<file path="src/rtl/qrs_bp_pkg.sv">
package qrs_bp_pkg;
  // Tap positions and shift amounts are set by the fixed difference equations.
  localparam int LP_TAP_MID  = 6;
  localparam int LP_DEPTH    = 12;
  localparam int HP_TAP_MID  = 16;
  localparam int HP_DEPTH    = 32;
  localparam int HP_SHIFT    = 5;
  localparam int LP_DC_GAIN  = 36;
  // Extra bits on top of the input width for the low-pass accumulator
  localparam int LP_GROWTH   = 8;
endpackage

</file>
<file path="src/rtl/qrs_tap_line.sv">
module qrs_tap_line #(
  parameter int W     = 12,
  parameter int DEPTH = 12
) (
  input  logic                            clk,
  input  logic                            rst_n,
  input  logic                            en,
  input  logic signed [W-1:0]             din,
  output logic        [DEPTH-1:0][W-1:0]  hist   // hist[k] holds the sample from k+1 strobes ago
);
  logic [DEPTH-1:0][W-1:0] hist_nxt;

  for (genvar g = 0; g < DEPTH; g++) begin : g_stage
    if (g == 0) begin : g_head
      always_comb hist_nxt[g] = din;
    end else begin : g_body
      always_comb hist_nxt[g] = hist[g-1];
    end
  end

  always_ff @(posedge clk or negedge rst_n) begin
    if (!rst_n) begin
      hist <= '0;
    end else if (en) begin
      hist <= hist_nxt;
    end
  end
endmodule

</file>
<file path="src/rtl/qrs_lowpass.sv">
module qrs_lowpass
  import qrs_bp_pkg::*;
#(
  parameter int IN_W  = 12,
  parameter int ACC_W = 20
) (
  input  logic                    clk,
  input  logic                    rst_n,
  input  logic                    en,
  input  logic signed [IN_W-1:0]  x,
  output logic signed [ACC_W-1:0] y_nxt    // result for the current sample
);
  logic [LP_DEPTH-1:0][IN_W-1:0] hist;
  logic signed [ACC_W-1:0] y1_q, y2_q;
  logic signed [ACC_W-1:0] sx, sx_mid, sx_end;

  qrs_tap_line #(.W(IN_W), .DEPTH(LP_DEPTH)) u_hist (
    .clk  (clk),
    .rst_n(rst_n),
    .en   (en),
    .din  (x),
    .hist (hist)
  );

  always_comb begin
    sx     = ACC_W'(x);
    sx_mid = ACC_W'($signed(hist[LP_TAP_MID-1]));
    sx_end = ACC_W'($signed(hist[LP_DEPTH-1]));
    y_nxt  = (y1_q <<< 1) - y2_q + sx - (sx_mid <<< 1) + sx_end;
  end

  always_ff @(posedge clk or negedge rst_n) begin
    if (!rst_n) begin
      y1_q <= '0;
      y2_q <= '0;
    end else if (en) begin
      y1_q <= y_nxt;
      y2_q <= y1_q;
    end
  end
endmodule

</file>
<file path="src/rtl/qrs_highpass.sv">
module qrs_highpass
  import qrs_bp_pkg::*;
#(
  parameter int IN_W  = 20,
  parameter int OUT_W = 21
) (
  input  logic                    clk,
  input  logic                    rst_n,
  input  logic                    en,
  input  logic signed [IN_W-1:0]  x,
  output logic signed [OUT_W-1:0] y_q
);
  localparam int SUM_W = OUT_W + 2;

  logic [HP_DEPTH-1:0][IN_W-1:0] hist;
  logic signed [SUM_W-1:0] sum, scaled;
  logic signed [OUT_W-1:0] y_nxt;

  qrs_tap_line #(.W(IN_W), .DEPTH(HP_DEPTH)) u_hist (
    .clk  (clk),
    .rst_n(rst_n),
    .en   (en),
    .din  (x),
    .hist (hist)
  );

  always_comb begin
    sum    = SUM_W'(y_q) + SUM_W'(x) - SUM_W'($signed(hist[HP_DEPTH-1]));
    scaled = sum >>> HP_SHIFT;
    y_nxt  = OUT_W'(SUM_W'($signed(hist[HP_TAP_MID-1])) - scaled);
  end

  always_ff @(posedge clk or negedge rst_n) begin
    if (!rst_n) begin
      y_q <= '0;
    end else if (en) begin
      y_q <= y_nxt;
    end
  end
endmodule

</file>
<file path="src/rtl/qrs_bandpass.sv">
module qrs_bandpass
  import qrs_bp_pkg::*;
#(
  parameter int IN_W = 12
) (
  input  logic                    clk,
  input  logic                    rst_n,
  input  logic                    in_valid,
  input  logic signed [IN_W-1:0]  in_sample,
  output logic                    out_valid,
  output logic signed [IN_W+LP_GROWTH:0] out_sample
);
  localparam int LP_W  = IN_W + LP_GROWTH;
  localparam int OUT_W = LP_W + 1;

  logic signed [LP_W-1:0] lp_y;
  logic                   valid_nxt;

  qrs_lowpass #(.IN_W(IN_W), .ACC_W(LP_W)) u_lp (
    .clk  (clk),
    .rst_n(rst_n),
    .en   (in_valid),
    .x    (in_sample),
    .y_nxt(lp_y)
  );

  qrs_highpass #(.IN_W(LP_W), .OUT_W(OUT_W)) u_hp (
    .clk  (clk),
    .rst_n(rst_n),
    .en   (in_valid),
    .x    (lp_y),
    .y_q  (out_sample)
  );

  always_comb valid_nxt = in_valid;

  always_ff @(posedge clk or negedge rst_n) begin
    if (!rst_n) begin
      out_valid <= 1'b0;
    end else begin
      out_valid <= valid_nxt;
    end
  end
endmodule

</file>
<file path="config.mk">
export PLATFORM = sky130hd
export DESIGN_NAME = qrs_bandpass
export DESIGN_NICKNAME = d
export VERILOG_FILES = /design/src/rtl/qrs_bp_pkg.sv /design/src/rtl/qrs_tap_line.sv /design/src/rtl/qrs_lowpass.sv /design/src/rtl/qrs_highpass.sv /design/src/rtl/qrs_bandpass.sv
export SDC_FILE = /design/constraint.sdc
export NUM_CORES = 1
export LEC_CHECK = 0
export BUFFER_PORTS_ARGS = -buffer_cell sky130_fd_sc_hd__clkbuf_2
export CAP_MARGIN = 5
export CORE_MARGIN = 2
export CORE_UTILIZATION = 31
export DETAILED_ROUTE_END_ITERATION = 8
export PLACE_DENSITY_LB_ADDON = 0.3
export SYNTH_ARGS = -nofsm -noshare
export SYNTH_HDL_FRONTEND = slang
export SYNTH_SLANG_ARGS = --single-unit
</file>
<file path="constraint.sdc">
create_clock -name clk -period 16.6 [get_ports clk]
set_clock_uncertainty 0.05 [all_clocks]
set_input_delay 4.15 -clock clk [delete_from_list [all_inputs] [get_ports clk]]
set_output_delay 4.15 -clock clk [all_outputs]
set_load 0.01 [all_outputs]
</file>
=== Yosys cells after proc, flatten, opt, wreduce, memory -nomap -nowiden ===
Index checks and enable logic that the tools add are counted.

* Logic and storage cells: 53
* Bits in registers: 806

* Add/sub/neg operators: 7

{| class="wikitable"
|+ Operators with widths
! operator !! number
|-
| 20-bit by 12-bit adder with 20-bit output || 2
|-
| 22-bit by 20-bit subtractor with 23-bit output || 1
|-
| 21-bit by 20-bit adder with 22-bit output || 1
|-
| 20-bit by 18-bit subtractor with 21-bit output || 1
|-
| 20-bit by 13-bit subtractor with 20-bit output || 1
|-
| 20-bit subtractor || 1
|}

=== Longest topological paths before layout ===
Gate-level depths: netlist (run 1).

* Depth in word-level cells: 7
* Depth in mapped cells: 35
* Mapped depth without buffers: 35

=== Modules after synthesis ===
Synthesis (run 1) repeated with hierarchy kept, for this count alone.

* Cell total of the unflattened synthesis: 2528
* Area, all modules: 37295.8 um^2

{| class="wikitable"
|+ Modules (own cells, without submodules)
! module !! area each (um^2) !! times used !! cells an instance
|-
| qrs_tap_line (u_hp.u_hist) || 23996.8 || 1 || 1351
|-
| qrs_tap_line (u_lp.u_hist) || 5580.4 || 1 || 304
|-
| qrs_lowpass || 4179.0 || 1 || 433
|-
| qrs_highpass || 3514.6 || 1 || 439
|-
| qrs_bandpass || 25.0 || 1 || 1
|}

=== Worst setup path after synthesis (run 1) ===
No wires, ideal clock.

* Kind: in2reg
* From: input port in_sample[11]
* To: register u_hp.y_q[18]
* Path buffers: 0
* Cell stages on the path: 31
* Arrival: 11.332 ns
* Path slack: 5.129 ns
* Required time: 16.460 ns
* Cells stage by stage: inv_1 -> fa_1 -> inv_1 -> fa_1 -> inv_1 -> fa_1 -> inv_1 -> ha_1 -> a21o_1 -> a21o_1 -> a221o_1 -> a21o_1 -> a41o_1 -> o21a_1 -> xor2_1 -> fa_1 -> ha_1 -> and3_1 -> nand4_1 -> o21ai_0 -> a41o_1 -> or4_4 -> a31oi_4 -> xor2_1 -> ha_1 -> and2_1 -> a22o_1 -> a211oi_2 -> mux2_2 -> o21a_1 -> o2111ai_1

* Longest elaborated chain between the ends: 6

{| class="wikitable"
|+ RTL lines
! what !! line !! RTL
|-
| from (decl) || qrs_bandpass.sv:9 || <nowiki>input logic signed [IN_W-1:0] in_sample,</nowiki>
|-
| 20-bit by 12-bit adder with 20-bit output || qrs_lowpass.sv:29 || <nowiki>y_nxt = (y1_q <<< 1) - y2_q + sx - (sx_mid <<< 1) + sx_end;</nowiki>
|-
| 20-bit by 13-bit subtractor with 20-bit output || qrs_lowpass.sv:29 ||
|-
| 20-bit by 12-bit adder with 20-bit output || qrs_lowpass.sv:29 ||
|-
| net lp_y[16] || qrs_bandpass.sv:16 || <nowiki>logic signed [LP_W-1:0] lp_y;</nowiki>
|-
| 21-bit by 20-bit adder with 22-bit output || qrs_highpass.sv:28 || <nowiki>sum = SUM_W'(y_q) + SUM_W'(x) - SUM_W'($signed(hist[HP_DEPTH-1]));</nowiki>
|-
| 22-bit by 20-bit subtractor with 23-bit output || qrs_highpass.sv:28 ||
|-
| 20-bit by 18-bit subtractor with 21-bit output || qrs_highpass.sv:30 || <nowiki>y_nxt = OUT_W'(SUM_W'($signed(hist[HP_TAP_MID-1])) - scaled);</nowiki>
|-
| to (signal assigned) || qrs_highpass.sv:37 || <nowiki>y_q <= y_nxt;</nowiki>
|-
| to (decl) || qrs_highpass.sv:11 || <nowiki>output logic signed [OUT_W-1:0] y_q</nowiki>
|}

The timed path passes the listed nets, and every way through them passes these cells.
A chain may end at the register's enable or synchronous reset.

=== Worst setup path in the final report (run 1) ===
* From: input port in_sample[2]
* To: register u_hp.y_q[17]

Same word-level chain as after synthesis.

==> qor.yml, run 1 <==
clock_tree:
  cts_tree: "yes"
  numCtsBuffers: 88
  cts_sinks: 806
  cts_root_buffer: "clkbuf_16"
  worstSkewPairLatency_ns: 0.63
  ctsHoldBuffers: 0
  cts_setup_buffers: 0
  cts.reportedPaths.clkPinSlew_ns: 0.06
  clk_path_buf_depth: 3
  h-tree-depth: 3
  cts_resized: 0
logic_synthesis:
  netlist_area_um2: 34350
  netlist-cell-type-count: 65
  async_flop_share_pct: 100.0
  ys_seq_area_share_pct: 58.71
  ys_warn_count: 0
  synthTopCellsByArea: "dfrtp_1 59%, mux2_2 25%, fa_1 4.4%"
  synth_top_area_share_pct: 58.71
  synthFlopType: "dfrtp_1"
  synth_most_common_cell: "dfrtp_1"
  yosys_register_bits: 806
  synth_area_leader_cell: "dfrtp_1"
  synthCells: 2352
  synth_edf_count: 0
  synth_common_cells: "806 x dfrtp_1, 757 x mux2_2, 173 x inv_1, 93 x clkbuf_1, 76 x fa_1"
  syn-num-nets: 2504
  postSynthAreaPerCell_um2: 14.61
job:
  drv_cap: 0
worst_setup_path:
  r2r-start: "u_lp.u_hist.hist[61]"
  critPathBufInv: 5
  r2r_end: "u_hp.y_q[17]"
  critPathTopFamily: "compound AO/OA/AOI/OAI gates"
  crit_type: "input port to flop"
  crit_arrival_ns: 12.35
  critical_path.startpoint_type: "input port"
  r2r_slack_ns: 7.95
  path_max_fanout: 5
  cp_slowest_cell: "fa_1"
  critPathMaxStageDelay_ns: 0.56
  reg2regPathDepth: 31
  cp.required_ns: 17.04
  setup.worst_path.end_class: "flop"
die:
  die_area_um2: 113500
  num_io_pins: 37
  initial_core_util_pct: 31.13
  fp.dieH_um: 336.9
  row_count: 122
  core_area_um2: 110400
  die_x_um: 336.9
detailed_routing:
  finalWirelength_um: 58210
  firstDrtPassIters: 4
  vias: 17730
  ant_nets: 0
  via_per_inst: 4.482
  wl_per_cell_um: 14.72
  post-route-drc-count: 0
  drt_iter0_drc: 847
placement:
  io_buffers: 36
  hpwl_um: 37320
  place_congestion: 0.8018
cells_and_area:
  drive_gt1_share_pct: 39.04
  diodes: 0
  area_growth_pct: 14.41
  nets: 2549
worst_hold_path:
  worstHoldPathType: "flop to flop"
  hold_depth: 2
  hold_start: "u_hp.u_hist.hist[605]"
  worstHoldEndpoint: "u_hp.u_hist.hist[625]"
global_route:
  gr-total-overflow: 0
  grt_use_total_pct: 10.64
  grt_pass1_wl_um: 99660
  antenna_found_initial: 0
  grt_max_degree: 202
  grt_pass1_vias: 19190
sta:
  worst_pin_slew_ns: 1.059
  tns_ns: 0
  clock.fmax_mhz: 83.94
  slew_headroom_pct: 29.42
  slew_violations: 0
  hold_viol_final: 0
  setup_violations: 0
  min_period_ns: 11.91
  rsz0062_at_grt: "false"
  period_share_pct: 71.77
outcome:
  outcome: "complete, no violations"
state kept, by name (all words and copies together) (netlist names):
name	count
u_hp.u_hist.hist	640
u_hp.y_q	21
out_valid	1
u_lp.u_hist.hist	144
worst max path at each step:
stage / startpoint / endpoint / slack, ns / depth (start not counted)
2_1_floorplan: in_sample[11] / u_hp.y_q[18] / 5.13 / 31
3_3_place_gp: in_sample[2] / u_hp.y_q[17] / 4.25 / 32
3_5_place_dp: in_sample[2] / u_hp.y_q[17] / 4.09 / 32
4_1_cts: in_sample[2] / u_hp.y_q[17] / 4.72 / 32
5_1_grt: in_sample[2] / u_hp.y_q[17] / 4.16 / 32
6_report: in_sample[2] / u_hp.y_q[17] / 4.69 / 33
layer usage:
metal	global-route usage, %	routed length, µm
met1	13.57	26140
met2	17.77	28180
met3	2.588	2516
met4	3.381	1369
met5	0	0
stage by stage:
| stage | cells | instance area (µm²) | hold slack, ns | utilization, % | worst slack (ns) |
|---|---|---|---|---|---|
| floorplan | 2352 | 34350 | 0.3960 | - | 5.129 |
| global placement | 3795 | 36220 | 0.4191 | 32.82 | 4.255 |
| detailed placement | 3795 | 36220 | 0.4220 | 32.82 | 4.091 |
| CTS | 3955 | 39300 | 0.4359 | 35.61 | 4.724 |
| global route | 3955 | 39300 | 0.4548 | 35.61 | 4.163 |
| finish | 3955 | 39300 | 0.4268 | 35.61 | 4.686 |
layout by cell type (no fill, tap or decap), types with 4 or more instances in the layout:
| cell | count |
|---|---|
| mux2i_1 | 4 |
| o21a_1 | 10 |
| clkinv_2 | 10 |
| clkbuf_16 | 92 |
| nand3_1 | 11 |
| inv_1 | 173 |
| and2_1 | 5 |
| buf_4 | 9 |
| nand2b_1 | 5 |
| nor3_1 | 11 |
| fa_1 | 76 |
| clkbuf_1 | 18 |
| clkbuf_8 | 23 |
| nand4_1 | 4 |
| and3_1 | 7 |
| buf_12 | 5 |
| nor2b_1 | 12 |
| mux2_2 | 757 |
| nor4_1 | 5 |
| a21o_1 | 13 |
| dfrtp_1 | 806 |
| bufinv_16 | 9 |
| nand2_1 | 55 |
| o2111ai_1 | 4 |
| xor2_1 | 16 |
| or2_2 | 4 |
| clkinvlp_4 | 5 |
| ha_1 | 61 |
| o21ai_0 | 56 |
| a211oi_1 | 7 |
| nor2_1 | 39 |
| clkbuf_2 | 34 |
| xnor2_1 | 30 |
| a21oi_1 | 28 |
final cells by class:
| cell class | instances | area [µm²] |
|---|---|---|
| clock buffer | 133 | 2686 |
| clock inverter | 27 | 391.6 |
| fill | 10530 | 71060 |
| inverter | 174 | 653.1 |
| multi-input combinational | 1277 | 13170 |
| sequential | 806 | 20170 |
| tap | 1488 | 1862 |
| timing repair buffer | 50 | 367.9 |
worst min-delay path: stages (launching register included):
cell,delay [ns]
dfrtp_1,0.34
nand2_1,0.05
o21ai_0,0.05
cells by family (layout without fill, tap and decap cells):
logic type	after synthesis	in the layout	share of synthesized area, %
buf+inv	269	384	2.939
compound gates	160	160	3.103
simple gates	173	173	2.488
xor+xnor	46	46	1.173
fa+ha+maj	137	137	6.651
mux	761	761	24.93
flops	806	806	58.71
Power of run 1 is left out: the tool's default activity adds up to more than one toggle a clock period on the data nets, which glitch-free logic cannot reach.
==> run 2: changes to the inputs <==
Settings changed: ABC_AREA set to 1.
Clock period 16.6 ns to 11.7 ns, I/O delays scaled along.
==> qor.yml, run 2 <==
placement:
  place_congestion: 0.8149
  io_buffers: 36
  hpwl_um: 42000
detailed_routing:
  finalWirelength_um: 68890
  wl_per_cell_um: 12.48
  drt_iter0_drc: 1961
  ant_nets: 0
  via_per_inst: 4.295
  firstDrtPassIters: 5
  post-route-drc-count: 0
  vias: 23710
clock_tree:
  cts_root_buffer: "clkbuf_16"
  cts_sinks: 806
  h-tree-depth: 3
  clk_path_buf_depth: 3
  worstSkewPairLatency_ns: 0.63
  cts_tree: "yes"
  ctsHoldBuffers: 0
  cts.reportedPaths.clkPinSlew_ns: 0.07
  numCtsBuffers: 87
  cts_resized: 0
  cts_setup_buffers: 0
logic_synthesis:
  syn-num-nets: 4156
  netlist-cell-type-count: 43
  synthCells: 4004
  synthFlopType: "dfrtp_1"
  yosys_register_bits: 806
  synthTopCellsByArea: "dfrtp_1 58%, nand2_1 25%, fa_1 4.4%"
  netlist_area_um2: 34650
  ys_seq_area_share_pct: 58.20
  synth_most_common_cell: "nand2_1"
  async_flop_share_pct: 100.0
  ys_warn_count: 0
  synth_top_area_share_pct: 58.20
  postSynthAreaPerCell_um2: 8.655
  synth_area_leader_cell: "dfrtp_1"
  synth_edf_count: 0
  synth_common_cells: "2325 x nand2_1, 806 x dfrtp_1, 214 x inv_1, 168 x clkbuf_1, 116 x o21ai_0"
die:
  die_area_um2: 114500
  core_area_um2: 110800
  fp.dieH_um: 338.4
  row_count: 122
  initial_core_util_pct: 31.27
  die_x_um: 338.4
  num_io_pins: 37
global_route:
  grt_use_total_pct: 12.16
  grt_use_met2_pct: 17.16
  grt_pass1_wl_um: 117700
  antenna_found_initial: 0
  gr-total-overflow: 0
  grt_pass1_vias: 22700
  use_met3_pct: 2.695
  grt_max_degree: 227
  use_met1_pct: 18.49
  grt.busiest_layer: "met1"
sta:
  clock.fmax_mhz: 106.7
  slew_headroom_pct: 17.50
  slew_violations: 0
  hold_viol_final: 0
  tns_ns: 0
  rsz0062_at_grt: "false"
  period_share_pct: 80.11
  setup_violations: 0
  min_period_ns: 9.373
  worst_pin_slew_ns: 1.237
cells_and_area:
  largest_register_ffs: 640
  nets: 4123
  fillCellCount: 11600
  diodes: 0
  layout_commonest_cell: "nand2_1"
  reg.largest.list: "u_hp.u_hist.hist: 640 flops, u_lp.u_hist.hist: 144 flops, u_hp.y_q: 21 flops"
  regMostFlops: "u_hp.u_hist.hist"
  multi_input_area_um2: 13000
  most-common-layout-cells: "2325 x nand2_1, 806 x dfrtp_1, 214 x inv_1"
  area_growth_pct: 12.93
  seqCellArea_um2: 20170
  drive_gt1_share_pct: 5.430
job:
  drv_cap: 0
worst_setup_path:
  critPathMostFrequentCell: "nand2_1"
  crit_type: "input port to flop"
  cp_slowest_cell: "fa_1"
  critical_path.startpoint_type: "input port"
  crit_arrival_ns: 9.85
  setup.worst_path.end_class: "flop"
  cp.required_ns: 12.18
  path_max_fanout: 7
  critPathMaxStageDelay_ns: 0.58
outcome:
  outcome: "complete, no violations"
worst_hold_path:
  worstHoldPathType: "flop to flop"
==> run 2: changes by cell type after synthesis, moves of 9 or more <==
cell and delta:
clkbuf_1 +75, a21oi_1 +31, nor2b_1 -12, inv_1 +41, mux2_2 -757, nand2_1 +2270, o21ai_0 +60, nor2_1 -10
nand3_1 +15, o21a_1 -9, nor3_1 -10, a21o_1 -10
==> run 2: critical path: cells and delay by family <==
kind,cells,cell delay (ns)
AOI/OAI and AO/OA,1,0.17
xor gates and xnor gates,2,0.51
adders and majority gates,7,3.21
buffers and inverters,5,0.51
and+or+nand+nor,16,2.50
==> run 2: final timing paths <==
kind	startpoint	to	slack, ns	depth (start not counted)
setup / recovery	in_sample[11]	u_hp.y_q[19]	2.33	31
hold / removal	u_hp.u_hist.hist[356]	u_hp.u_hist.hist[376]	0.41	2
setup reg to reg	u_lp.u_hist.hist[71]	u_hp.y_q[19]	4.31	30
hold reg to reg	u_hp.u_hist.hist[356]	u_hp.u_hist.hist[376]	0.41	2
max in group asynchronous	rst_n	u_hp.u_hist.hist[260]	6.90	3
min in group asynchronous	rst_n	u_hp.u_hist.hist[214]	2.26	1
==> run 2: cell type report <==
| type | count | share of cell area, % |
|---|---|---|
| flip-flops and latches | 806 | 51.54 |
| multi-input cells | 2804 | 33.22 |
| clock buffers | 126 | 6.695 |
| well taps | 1488 | 4.757 |
| inverters | 216 | 2.091 |
| repair buffers | 56 | 1.055 |
| clock inverters | 25 | 0.6458 |
==> run 2: kinds of logic after synthesis <==
group / share of synthesized area, %
AND/OR/NAND/NOR: 26.52
adder cells (fa/ha/maj): 6.593
XOR/XNOR: 1.235
AO/OA/AOI/OAI: 3.166
buffers and inverters: 4.282
flip-flops: 58.20
==> run 2: metrics by stage <==
stage          cells  hold WS, ns  util, %  worst slack, ns  area [µm²]
6_report        5521       0.4125    35.31            2.327       39140
5_1_grt         5521       0.4310    35.31            1.726       39140
4_1_cts         5521       0.4079    35.31            2.313       39140
3_5_place_dp    5370       0.4075    32.72            1.633       36260
3_3_place_gp    5370       0.4032    32.72            1.757       36260
2_1_floorplan   4004       0.3917        -            2.695       34650
==> run 2: routing by layer <==
metal,vias to the layer above,wire [µm]
li1,12080,-
met4,0,1496
met3,89,2805
met1,11320,36040
met5,-,0
met2,229,28550
Power of run 2 is left out for the same reason.
==> run 3: changes to the inputs <==
Settings changed: ABC_AREA 1 to 0.
Clock period 11.7 ns to 9.3 ns, I/O delays scaled along.
==> qor.yml, run 3 (synthesis gave the netlist of run 1 again) <==
global_route:
  gr-total-overflow: 0
  grt_pass1_vias: 19670
  grt_max_degree: 193
  grt_pass1_wl_um: 101100
  use_met3_pct: 2.421
  use_met1_pct: 14.01
  grt_use_met2_pct: 17.73
  antenna_found_initial: 0
  grt_use_total_pct: 10.84
  grt.busiest_layer: "met2"
worst_setup_path:
  crit_type: "input port to flop"
  cp.required_ns: 9.82
  cp_slowest_cell: "fa_2"
  path_max_fanout: 5
  crit_arrival_ns: 9.88
  critPathMaxStageDelay_ns: 0.56
  critical_path.startpoint_type: "input port"
  setup.worst_path.end_class: "flop"
sta:
  clock.fmax_mhz: 106.8
  worst_pin_slew_ns: 1.094
  period_share_pct: 100.7
  hold_viol_final: 0
  tns_ns: -0.06508
  min_period_ns: 9.365
  slew_headroom_pct: 27.10
  setup_violations: 1
  holdWs_ns: 0.4124
  worst_slack_ns: -0.06508
  rsz0062_at_grt: "true"
  slew_violations: 0
cells_and_area:
  regMostFlops: "u_hp.u_hist.hist"
  multi_input_area_um2: 13560
  layout_commonest_cell: "dfrtp_1"
  nets: 2693
  fillCellCount: 10360
  fin_util_pct: 37.00
  reg.largest.list: "u_hp.u_hist.hist: 640 flops, u_lp.u_hist.hist: 144 flops, u_hp.y_q: 21 flops"
  largest_register_ffs: 640
  most-common-layout-cells: "806 x dfrtp_1, 756 x mux2_2, 164 x inv_1"
  area_growth_pct: 18.87
  seqCellArea_um2: 20170
  diodes: 0
  drive_gt1_share_pct: 44.97
clock_tree:
  clk_path_buf_depth: 3
  cts_root_buffer: "clkbuf_16"
  cts_tree: "yes"
  ctsHoldBuffers: 0
  cts.reportedPaths.clkPinSlew_ns: 0.06
  numCtsBuffers: 85
  h-tree-depth: 3
  worstSkewPairLatency_ns: 0.65
  cts_sinks: 806
die:
  row_count: 122
  num_io_pins: 37
  core_area_um2: 110400
  die_x_um: 336.9
  initial_core_util_pct: 31.13
  die_area_um2: 113500
  fp.dieH_um: 336.9
job:
  drv_cap: 0
detailed_routing:
  drt_iter0_drc: 782
  wl_per_cell_um: 14.51
  vias: 18330
  ant_nets: 0
  via_per_inst: 4.477
  post-route-drc-count: 0
  firstDrtPassIters: 4
  finalWirelength_um: 59410
worst_hold_path:
  worstHoldPathType: "flop to flop"
placement:
  place_congestion: 0.8241
  io_buffers: 36
  hpwl_um: 38460
outcome:
  outcome: "complete, but fails checks"
  violations: "setup timing"
==> run 3: worst max-delay path: cells and delay by family <==
kind | cells | cell delay, ns
fa+ha+maj | 7 | 2.83
mux | 1 | 0.33
xor+xnor | 2 | 0.38
compound gates | 12 | 2.43
simple gates | 4 | 0.91
buf+inv | 8 | 0.68
==> run 3: cell type report <==
cell class | instances | area share [%]
Tap cell | 1488 | 4.559
Clock buffer | 114 | 5.917
Multi-Input combinational cell | 1277 | 33.21
Clock inverter | 38 | 1.673
Inverter | 174 | 1.627
Timing Repair Buffer | 197 | 3.625
Sequential cell | 806 | 49.39
==> run 3: worst paths after layout <==
kind,from,endpoint,slack [ns],cells after the start
max,in_sample[2],u_hp.y_q[18],-0.07,34
min,u_hp.u_hist.hist[153],u_hp.u_hist.hist[173],0.41,1
max reg2reg,u_hp.u_hist.hist[22],u_hp.y_q[18],1.24,32
min reg2reg,u_hp.u_hist.hist[153],u_hp.u_hist.hist[173],0.41,1
max in group asynchronous,rst_n,u_hp.u_hist.hist[507],6.01,2
min in group asynchronous,rst_n,u_hp.u_hist.hist[433],1.65,1
==> run 3: layer usage <==
metal,share of wire (%),wire [µm],up-vias
li1,-,-,8494
met1,45,26870,9500
met2,48,28380,215
met3,4.0,2354,120
met4,3.0,1807,0
met5,0,0,-
==> run 3: per-stage QoR <==
| stage | area, µm² | setup WS, ns | cells |
|---|---|---|---|
| floorplan | 34470 | -0.09385 | 2352 |
| global placement | 37290 | -0.8577 | 3923 |
| detailed placement | 37290 | -0.9871 | 3923 |
| CTS | 40530 | -0.04059 | 4083 |
| global route | 40840 | -0.2499 | 4094 |
| finish | 40840 | -0.06508 | 4094 |
==> run 3: repair_timing <==
action,CTS,global route
gates resized for setup,14,51
setup buffers,8,11
pin swaps,14,28
setup endpoints to repair,5,10
Power of run 3 is left out for the same reason.
